[src/rtl/sram_byte_parity_guard.sv]
module sram_byte_parity_guard #(
  parameter int ADDR_W = 16,
  parameter int LANES  = 4,
  parameter int ID_W   = 3
) (
  input  logic                 clk,
  input  logic                 rst_n,
  input  logic                 parity_en,
  input  logic [LANES*8-1:0]   wr_data,
  output logic [LANES-1:0]     wr_par,
  input  logic                 rd_valid,
  input  logic [ADDR_W-1:0]    rd_addr,
  input  logic [LANES*8-1:0]   rd_data,
  input  logic [LANES-1:0]     rd_par,
  input  logic [ID_W-1:0]      rd_master,
  input  logic                 reg_we,
  input  logic [2:0]           reg_sel,
  input  logic [31:0]          reg_wdata,
  output logic [31:0]          reg_rdata,
  output logic                 irq,
  output logic                 nmi
);
  localparam int LSB = $clog2(LANES);
  localparam int OFF_W = ADDR_W - LSB;
  localparam logic [2:0] SEL_CTRL = 3'd0;
  localparam logic [2:0] SEL_IEN  = 3'd1;
  localparam logic [2:0] SEL_STAT = 3'd2;
  localparam logic [2:0] SEL_CLR  = 3'd3;
  localparam logic [2:0] SEL_CAP  = 3'd4;

  logic [LANES-1:0] rd_bad;

  for (genvar k = 0; k < LANES; k++) begin : g_lane
    assign wr_par[k] = ^wr_data[8*k +: 8];
    assign rd_bad[k] = (^rd_data[8*k +: 8]) ^ rd_par[k];
  end

  logic             flag_q, cap_en_q, irq_en_q, nmi_en_q;
  logic [OFF_W-1:0] cap_off_q;
  logic [LANES-1:0] cap_mask_q;
  logic [ID_W-1:0]  cap_id_q;

  wire err_hit  = rd_valid & parity_en & (|rd_bad);
  wire clr_hit  = reg_we & (reg_sel == SEL_CLR) & reg_wdata[0];
  wire cap_load = err_hit & cap_en_q & (~flag_q | clr_hit);

  always_ff @(posedge clk or negedge rst_n) begin
    if (!rst_n) begin
      flag_q   <= 1'b0;
      cap_en_q <= 1'b0;
      irq_en_q <= 1'b0;
      nmi_en_q <= 1'b0;
    end else begin
      if (err_hit)      flag_q <= 1'b1;
      else if (clr_hit) flag_q <= 1'b0;
      if (reg_we && reg_sel == SEL_CTRL) cap_en_q <= reg_wdata[0];
      if (reg_we && reg_sel == SEL_IEN) begin
        irq_en_q <= reg_wdata[0];
        nmi_en_q <= nmi_en_q | reg_wdata[1];
      end
    end
  end

  always_ff @(posedge clk or negedge rst_n) begin
    if (!rst_n) begin
      cap_off_q  <= '0;
      cap_mask_q <= '0;
      cap_id_q   <= '0;
    end else if (cap_load) begin
      cap_off_q  <= rd_addr[ADDR_W-1:LSB];
      cap_mask_q <= rd_bad;
      cap_id_q   <= rd_master;
    end
  end

  always_comb begin
    reg_rdata = '0;
    unique case (reg_sel)
      SEL_CTRL: reg_rdata[0] = cap_en_q;
      SEL_IEN: begin
        reg_rdata[0] = irq_en_q;
        reg_rdata[1] = nmi_en_q;
      end
      SEL_STAT, SEL_CLR: reg_rdata[0] = flag_q;
      SEL_CAP: begin
        reg_rdata[ADDR_W-1:LSB]  = cap_off_q;
        reg_rdata[16 +: LANES]   = cap_mask_q;
        reg_rdata[24 +: ID_W]    = cap_id_q;
      end
      default: reg_rdata = '0;
    endcase
  end

  assign irq = flag_q & irq_en_q & ~nmi_en_q;
  assign nmi = flag_q & nmi_en_q;
endmodule


[config.mk]
export PLATFORM = sky130hd
export DESIGN_NAME = sram_byte_parity_guard
export DESIGN_NICKNAME = d
export VERILOG_FILES = /design/src/rtl/sram_byte_parity_guard.sv
export SDC_FILE = /design/constraint.sdc
export NUM_CORES = 1
export LEC_CHECK = 0
export BUFFER_PORTS_ARGS = -buffer_cell sky130_fd_sc_hd__buf_4
export CORE_AREA = 8 8 78 80
export CTS_CLUSTER_DIAMETER = 60
export CTS_CLUSTER_SIZE = 28
export DETAILED_ROUTE_END_ITERATION = 16
export DIE_AREA = 0 0 86 88
export MAX_ROUTING_LAYER = met4
export PLACE_DENSITY_LB_ADDON = 0.25
export SYNTH_ARGS = -nofsm -noshare
export SYNTH_HDL_FRONTEND = slang
export SYNTH_SLANG_ARGS = --single-unit
[constraint.sdc]
create_clock -name clk -period 2.1 [get_ports clk]
set_clock_uncertainty 0.15 [all_clocks]
set_input_delay 0.21 -clock clk [delete_from_list [all_inputs] [get_ports clk]]
set_output_delay 0.21 -clock clk [all_outputs]
set_load 0.05 [all_outputs]
==> metrics, run 1 <==
DRT Pass-1 Iters 2; Seq/Total Area, Yosys 0.338; maximum VDD drop about 0.00026 V; leakage power between 1 and 1.5 nW; die footprint between 7000 and 8000 um^2; crit path max fanout 9; setup violators final 0; flops & latches, synth 25; Min Hold Slack a little under 0.008 ns; ranking of synthesized cells by area dfrtp_1, xnor2_1, mux2_4; clock buffer count from CTS 3; DR WL/cell ~13 um; via/cell ratio 4.31; combined area of the multi-input logic cells between 1000 and 1500 um^2; critical path capture point type flip-flop; DRT antenna net count 0; final setup margin roughly 0.09 ns; core area slightly below 5000 um^2; filler instances approximately 420; WL met3 between 300 and 400 um; post-route minimum period between 2 and 2.5 ns; uppermost layer routed met4; CTS Buffer Depth 2; Die W ~86 um; initial antenna violation count 0; YS warnings 0; Hold Path Depth 2; area leader, netlist dfrtp_1; largest net degree at the start of global routing 26; Worst Setup SP rd_data[2]; Main synth FF type dfrtp_1; final hold violations 0; Port-buffer cells about 120; CP Data Required Time 2.11 ns; n_diodes 0; Starting Density 0.377; power per cell area between 700 and 800 nW/um^2; setup bufs post-CTS 0; critical path arrival 2.02 ns; Synth async-reset ratio 1.00; Hold Crit Endpoint cap_off_q[10]; max cap viols 0; syn avg cell area 11.4 um^2; first-pass GRT wire length around 7300 um; gr ovfl total 0; post-synthesis cell type count 27; Cell Count, Final, Fillers Out 360; vias after detailed routing ~1,600; row count 26; RD Place Congestion 0.701; share of cells above drive strength 1 0.531; Mapped Cells 162; Overall Global Routing Usage 0.124; Seq. cell area roughly 630 um^2; Layout Nets roughly 420; Reg2Reg Depth 4; DR DRC count 0; met2 WL ~2600 um; Synth top cells by count xnor2_1, dfrtp_1, and2_1; hold path startpoint rd_addr[12]; worst reg2reg startpoint flag_q; period utilization 0.957; HPWL after detailed placement 4200 um; Crit Reg-Reg Endpoint cap_off_q[7]; cell area after synthesis approximately 1900 um^2; Starting DRT DRC Count 36; clock-pin slew on the worst setup and hold paths about 0.090 ns; Pwr Total 2.07 mW; CTS Root Cell clkbuf_8; H-tree Lvls 1; max-slew violations 0; DIE HEIGHT about 90 um; setup TNS 0 ns; R2R Setup Slk between 0.6 and 0.7 ns; pre-CTS WS -0.267 ns; Layout area overhead 59.1%; RSZ-0062 raised after global routing no; status completed; Worst-Skew Late Latency 0.26 ns; Critical Path Start Type input port; WS Path Type input port to flip-flop; top achievable clock speed around 500 MHz; Post-Route M1 WL ~1900 um; EDFF count, synth 0; I/O pin cnt around 170; Yosys top cell area share 0.338; Sink Count 25; most common cell in the netlist xnor2_1; vias in the first global route approximately 1,700; cell count after placement between 300 and 400; CTS tree yes; routed wire length between 4000 and 5000 um; worst min-delay path category input port to flip-flop
==> worst max-delay path: stages <==
cell       delay (ns)
buf_4            0.11
xor2_1           0.15
xnor3_1          0.42
xnor2_1          0.28
a41oi_2          0.18
o211a_4          0.20
clkbuf_16        0.17
mux2_4           0.30
==> worst max path at each step <==
stage,to,slack (ns),cells past startpoint
after floorplan,cap_id_q[0],0.005,7
after global placement,cap_off_q[10],-0.23,8
after detailed placement,cap_off_q[10],-0.27,8
after CTS,cap_off_q[10],0.02,8
after global routing,cap_off_q[10],0.008,8
final,cap_off_q[7],0.09,8
==> cells in the final DEF, fill, tap and decap left out, types with 3 or more instances in the layout <==
cell	synthesis	routed
and2_1	22	22
buf_4	9	126
clkbuf_8	0	3
conb_1	1	9
dfrtp_1	25	25
inv_1	5	5
mux2_4	16	16
mux2i_1	4	4
nor2_1	3	3
xnor2_1	40	39
xnor3_1	4	4
xor2_1	12	12
==> logic make-up (layout without fill, tap and decap cells) <==
family | Yosys count | after routing | synth area share
AOI/OAI and AO/OA | 6 | 6 | 0.0277
xor gates and xnor gates | 56 | 56 | 0.295
buffers and inverters | 18 | 138 | 0.0628
DFF | 25 | 25 | 0.338
muxes | 23 | 23 | 0.170
other | 1 | 9 | 0.00203
and+or+nand+nor | 33 | 33 | 0.105
==> layer usage <==
metal,track usage,vias up
li1,-,768
met1,0.126,710
met2,0.221,66
met3,0.0413,7
met4,0.0334,0
met5,-,-
==> cell type report <==
class,count,area share
clock buffers,3,0.0140
repair buffers,129,0.340
flip-flops and latches,25,0.212
multi-input cells,127,0.396
well taps,70,0.0297
clock inverters,1,0.00170
inverters,5,0.00637
==> through the flow <==
step / area [um^2] / util
CTS: 2900 / 0.590
floorplan: 1880 / -
global route: 2950 / 0.600
global placement: 2840 / 0.579
finish: 2950 / 0.600
detailed placement: 2840 / 0.579
==> sequential cells by signal (all words and copies together), names as in the netlist <==
signal	flops
cap_off_q	14
cap_mask_q	4
cap_id_q	3
cap_en_q	1
flag_q	1
irq_en_q	1
nmi_en_q	1
==> power by group <==
group / leakage [nW] / switching (mW) / internal (mW)
logic: 1.15 / 0.521 / 0.542
clock network: 0.0255 / 0.147 / 0.132
registers: 0.307 / 0.0812 / 0.649
==> what timing repair did <==
action / in CTS / in global routing
hold buffers: 1 / 0
endpoints found under the setup margin: 0 / 21
hold endpoints to repair: 25 / 0
resized for setup: 0 / 3
Note: power is estimated with default switching activity, not from simulation.
==> inputs of run 2 (changes only) <==
--- a/config.mk
+++ b/config.mk
@@ -6,11 +6,11 @@
 export NUM_CORES = 1
 export LEC_CHECK = 0
 export BUFFER_PORTS_ARGS = -buffer_cell sky130_fd_sc_hd__buf_4
-export CORE_AREA = 8 8 78 80
+export CORE_AREA = 2 2 72 74
 export CTS_CLUSTER_DIAMETER = 60
 export CTS_CLUSTER_SIZE = 28
 export DETAILED_ROUTE_END_ITERATION = 16
-export DIE_AREA = 0 0 86 88
+export DIE_AREA = 0 0 74 76
 export MAX_ROUTING_LAYER = met4
 export PLACE_DENSITY_LB_ADDON = 0.25
 export SYNTH_ARGS = -nofsm -noshare
==> metrics, run 2 (same netlist as run 1, synthesis figures left out) <==
status completed; core area between 4000 and 5000 um^2; initial antenna violation count 0; n_diodes 0; max cap viols 0; final core utilization 0.598; critical path capture point type flip-flop; Die W between 70 and 80 um; critical path arrival 2.01 ns; setup violators final 0; power per cell area around 710 nW/um^2; clock-pin slew on the worst setup and hold paths approximately 0.090 ns; filler instances between 400 and 500; via/cell ratio 4.30; row count 26; worst min-delay path category input port to flip-flop; Worst-Skew Late Latency about 0.26 ns; Critical Path Start Type input port; DRT Pass-1 Iters 4; Top reg by flops cap_off_q; hold path startpoint rd_addr[14]; Overall Global Routing Usage 0.147; largest net degree at the start of global routing 26; crit path max fanout 16; Hold Path Depth 2; CP Data Required Time around 2.1 ns; Pwr Total between 2 and 2.5 mW; CTS tree yes; Starting Density 0.377; clock buffer count from CTS 3; vias in the first global route 1,442; H-tree Lvls 1; vias after detailed routing ~1,500; RSZ-0062 raised after global routing no; setup bufs post-CTS 0; Sink Count 25; first-pass GRT wire length ~6500 um; DIE HEIGHT about 76 um; leakage power 1.48 nW; period utilization 0.957; gr ovfl total 0; HPWL after detailed placement 3430 um; Port-buffer cells about 120; routed wire length 4100 um; Starting DRT DRC Count 57; setup TNS 0 ns; post-route minimum period 2.01 ns; worst reg2reg startpoint flag_q; Top Registers cap_off_q x14, cap_mask_q x4, cap_id_q x3; DRT antenna net count 0; most frequent cells in the layout buf_4, xnor2_1, dfrtp_1, and2_1, mux2_4; RD Place Congestion between 0.7 and 0.8; CTS Root Cell clkbuf_8; Reg2Reg Depth 4; top achievable clock speed between 400 and 500 MHz; CTS Buffer Depth 2; commonest non-fill, non-tap cell in the layout buf_4; max-slew violations 0; WS Path Type input port to flip-flop; maximum VDD drop 0.000382 V; die footprint ~5600 um^2; DR WL/cell between 10 and 15 um; Layout area overhead 58.7%; Layout Nets between 400 and 500; final hold violations 0; share of cells above drive strength 1 0.534; Worst Setup SP rd_data[18]; number of flip-flops in the largest register 14; DR DRC count 0; I/O pin cnt ~170
run 2: changes by cell type in the layout (fill, tap and decap cells not counted):
cell / before / now
buf_4: 126 / 127
clkbuf_16: 1 / 0
clkinv_2: 1 / 0
clkinvlp_4: 0 / 1
xnor2_1: 39 / 38
xnor2_2: 1 / 2
run 2: where the power goes:
| group | leakage (nW) | switching (mW) | internal, mW | total [mW] |
|---|---|---|---|---|
| clock | 0.0217 | 0.150 | 0.134 | 0.284 |
| combinational | 1.16 | 0.521 | 0.546 | 1.07 |
| sequential | 0.307 | 0.0830 | 0.649 | 0.732 |
| total | 1.48 | 0.754 | 1.33 | 2.08 |
run 2: worst paths after layout:
path / slack, ns / to
max: 0.09 / cap_off_q[2]
min: 0.02 / cap_off_q[12]
max reg2reg: 0.62 / cap_off_q[2]
min reg2reg: 0.36 / cap_id_q[1]
max in group asynchronous: 1.33 / nmi_en_q
min in group asynchronous: 0.23 / cap_off_q[11]
run 2: stage by stage:
step,area [um^2],instances,setup slack (ns),hold WS (ns)
final,2940,360,0.0913,0.0226
after global routing,2940,360,0.0206,0.00821
after CTS,2910,360,0.0157,0.0135
after detailed placement,2850,355,-0.267,-0.0125
after global placement,2850,355,-0.221,-0.0187
after floorplan,1880,170,0.00490,-0.236
run 2: timing repair:
item | in CTS | in global routing
hold endpoints to repair | 25 | 0
endpoints found under the setup margin | 0 | 16
resized for setup | 0 | 4
hold buffers | 1 | 0
run 2: layout make-up:
cell class                 instances  area [um^2]  share of cell area
multi-input combinational        127         1170               0.400
timing repair buffer             129          983               0.335
sequential                        25          626               0.213
tap                               70         87.6              0.0298
clock buffer                       3         41.3              0.0140
inverter                           5         18.8             0.00639
clock inverter                     1         7.51             0.00255
run 2: layer usage:
metal  wire (um)  global-route usage
met3         269              0.0251
met2        2170               0.258
met1        1620               0.173
met5           0                   -
met4          34              0.0327
run 2: critical path, stage by stage:
cell and delay (ns):
buf_4 0.11, xor2_1 0.14, xnor3_1 0.45, xnor2_2 0.17, a41oi_2 0.22, o211a_4 0.22, buf_12 0.17, mux2_4 0.31
==> inputs of run 3 (changes only) <==
--- a/config.mk
+++ b/config.mk
@@ -6,11 +6,11 @@
 export NUM_CORES = 1
 export LEC_CHECK = 0
 export BUFFER_PORTS_ARGS = -buffer_cell sky130_fd_sc_hd__buf_4
-export CORE_AREA = 2 2 72 74
+export CORE_AREA = 2 2 71 73
 export CTS_CLUSTER_DIAMETER = 60
 export CTS_CLUSTER_SIZE = 28
 export DETAILED_ROUTE_END_ITERATION = 16
-export DIE_AREA = 0 0 74 76
+export DIE_AREA = 0 0 73 75
 export MAX_ROUTING_LAYER = met4
 export PLACE_DENSITY_LB_ADDON = 0.25
 export SYNTH_ARGS = -nofsm -noshare
==> metrics, run 3 (same netlist as run 1, synthesis figures left out) <==
Sw Share 0.358; Hold Crit Endpoint cap_off_q[2]; Critical Path Start Type input port; Die W around 73 um; Starting Density 0.397; vias in the first global route roughly 1,400; CTS Root Cell clkbuf_8; clock-pin slew on the worst setup and hold paths 0.08 ns; Post-Layout Inst Area 2970 um^2; initial antenna violation count 0; HPWL after detailed placement around 3500 um; worst reg2reg startpoint flag_q; final core utilization 0.638; Layout Nets around 420; first-pass GRT wire length around 6300 um; power per cell area between 700 and 800 nW/um^2; RSZ-0062 raised after global routing no; Sink Count 25; DIE HEIGHT ~75 um; DRT Pass-1 Iters 3; filler instances a little over 400; gr ovfl total 0; CP Data Required Time approximately 2.1 ns; max cap viols 0; H-tree Lvls 1; RD Place Congestion 0.778; hold path startpoint rd_addr[4]; core area roughly 4700 um^2; Crit Reg-Reg Endpoint cap_off_q[0]; sequential cell fraction of total power 0.348; Worst-Skew Late Latency roughly 0.26 ns; setup violators final 0; commonest non-fill, non-tap cell in the layout buf_4; CTS tree yes; I/O pin cnt ~170; placed instance area between 2000 and 3000 um^2; die footprint between 5000 and 6000 um^2; Layout area overhead 60.5%; top achievable clock speed slightly below 500 MHz; most frequent cells in the layout buf_4, xnor2_1, dfrtp_1, and2_1, mux2_4; clock buffer count from CTS 3; share of cells above drive strength 1 0.550; leakage power 1.52 nW; period utilization 0.973; vias after detailed routing approximately 1,500; Pwr Total around 2.1 mW; largest net degree at the start of global routing 26; number of flip-flops in the largest register 14; critical path capture point type flip-flop; R2R Setup Slk 0.61 ns; routed wire length 4220 um; Overall Global Routing Usage 0.151; Min Hold Slack approximately 0.025 ns; DR WL/cell approximately 12 um; worst min-delay path category input port to flip-flop; status completed; n_diodes 0; row count 25; Clk pwr share 0.131; Power Internal roughly 1.3 mW; Net Switching roughly 0.75 mW; post-route minimum period around 2.0 ns; Top reg by flops cap_off_q; Comb power frac 0.521; setup bufs post-CTS 0; Reg2Reg Depth 4; via/cell ratio about 4.4; Starting DRT DRC Count 39; WS Path Type input port to flip-flop; CTS Buffer Depth 2; maximum VDD drop 0.000358 V; Top Registers cap_off_q x14, cap_mask_q x4, cap_id_q x3; Hold Path Depth 2; DRT antenna net count 0; Port-buffer cells between 100 and 150; setup TNS 0 ns; final hold violations 0; crit path max fanout 8; max-slew violations 0; critical path arrival 2.04 ns; DR DRC count 0
[run 3: worst max-delay path, stage by stage]
cell	delay [ns]
buf_4	0.12
xnor2_2	0.12
xnor3_1	0.45
xnor2_2	0.16
a41oi_2	0.27
o211a_4	0.24
clkbuf_16	0.17
mux2_4	0.30
[run 3: through the flow]
stage                     setup slack [ns]  instances
after floorplan                    0.00490        170
after global placement              -0.231        339
after detailed placement            -0.327        339
after CTS                           0.0112        344
after global routing             0.0000207        345
final                               0.0563        345
[run 3: timing repair]
action,CTS,global route
resized for setup,1,8
hold buffers,1,0
cloned,0,1
pin swaps,0,7
endpoints found under the hold margin,25,0
endpoints found under the setup margin,17,17
[run 3: worst max path at each step]
stage,slack [ns],cells after the start,to,start
4_1_cts,0.01,8,cap_off_q[10],rd_data[2]
3_5_place_dp,-0.33,8,cap_off_q[10],rd_data[10]
2_1_floorplan,0.005,7,cap_id_q[0],rd_data[5]
5_1_grt,0.00002,8,cap_off_q[12],rd_data[4]
6_report,0.06,8,cap_off_q[0],rd_data[4]
3_3_place_gp,-0.23,8,cap_off_q[10],rd_data[6]
[run 3: layout make-up]
class | count | area [um^2] | share of cell area
clock inverters | 1 | 5.00 | 0.00168
well taps | 54 | 67.6 | 0.0227
multi-input cells | 127 | 1200 | 0.404
inverters | 5 | 18.8 | 0.00632
repair buffers | 130 | 1010 | 0.341
flip-flops and latches | 25 | 626 | 0.211
clock buffers | 3 | 41.3 | 0.0139
[run 3: routing by layer]
metal  vias to the layer above  GRT usage  share of wire
li1                        766          -              -
met1                       691      0.165           0.38
met2                        72      0.288           0.54
met3                         2     0.0201          0.070
met4                         0     0.0370         0.0064
met5                         -          -              0
[run 3: power by group through the flow]
stage	Sequential, mW	Combinational, mW	Clock (mW)
2_1_floorplan	0.713	0.748	0
3_3_place_gp	0.739	1.04	0
3_5_place_dp	0.741	1.06	0
4_1_cts	0.732	1.07	0.289
5_1_grt	0.758	1.16	0.306
6_report	0.731	1.09	0.275
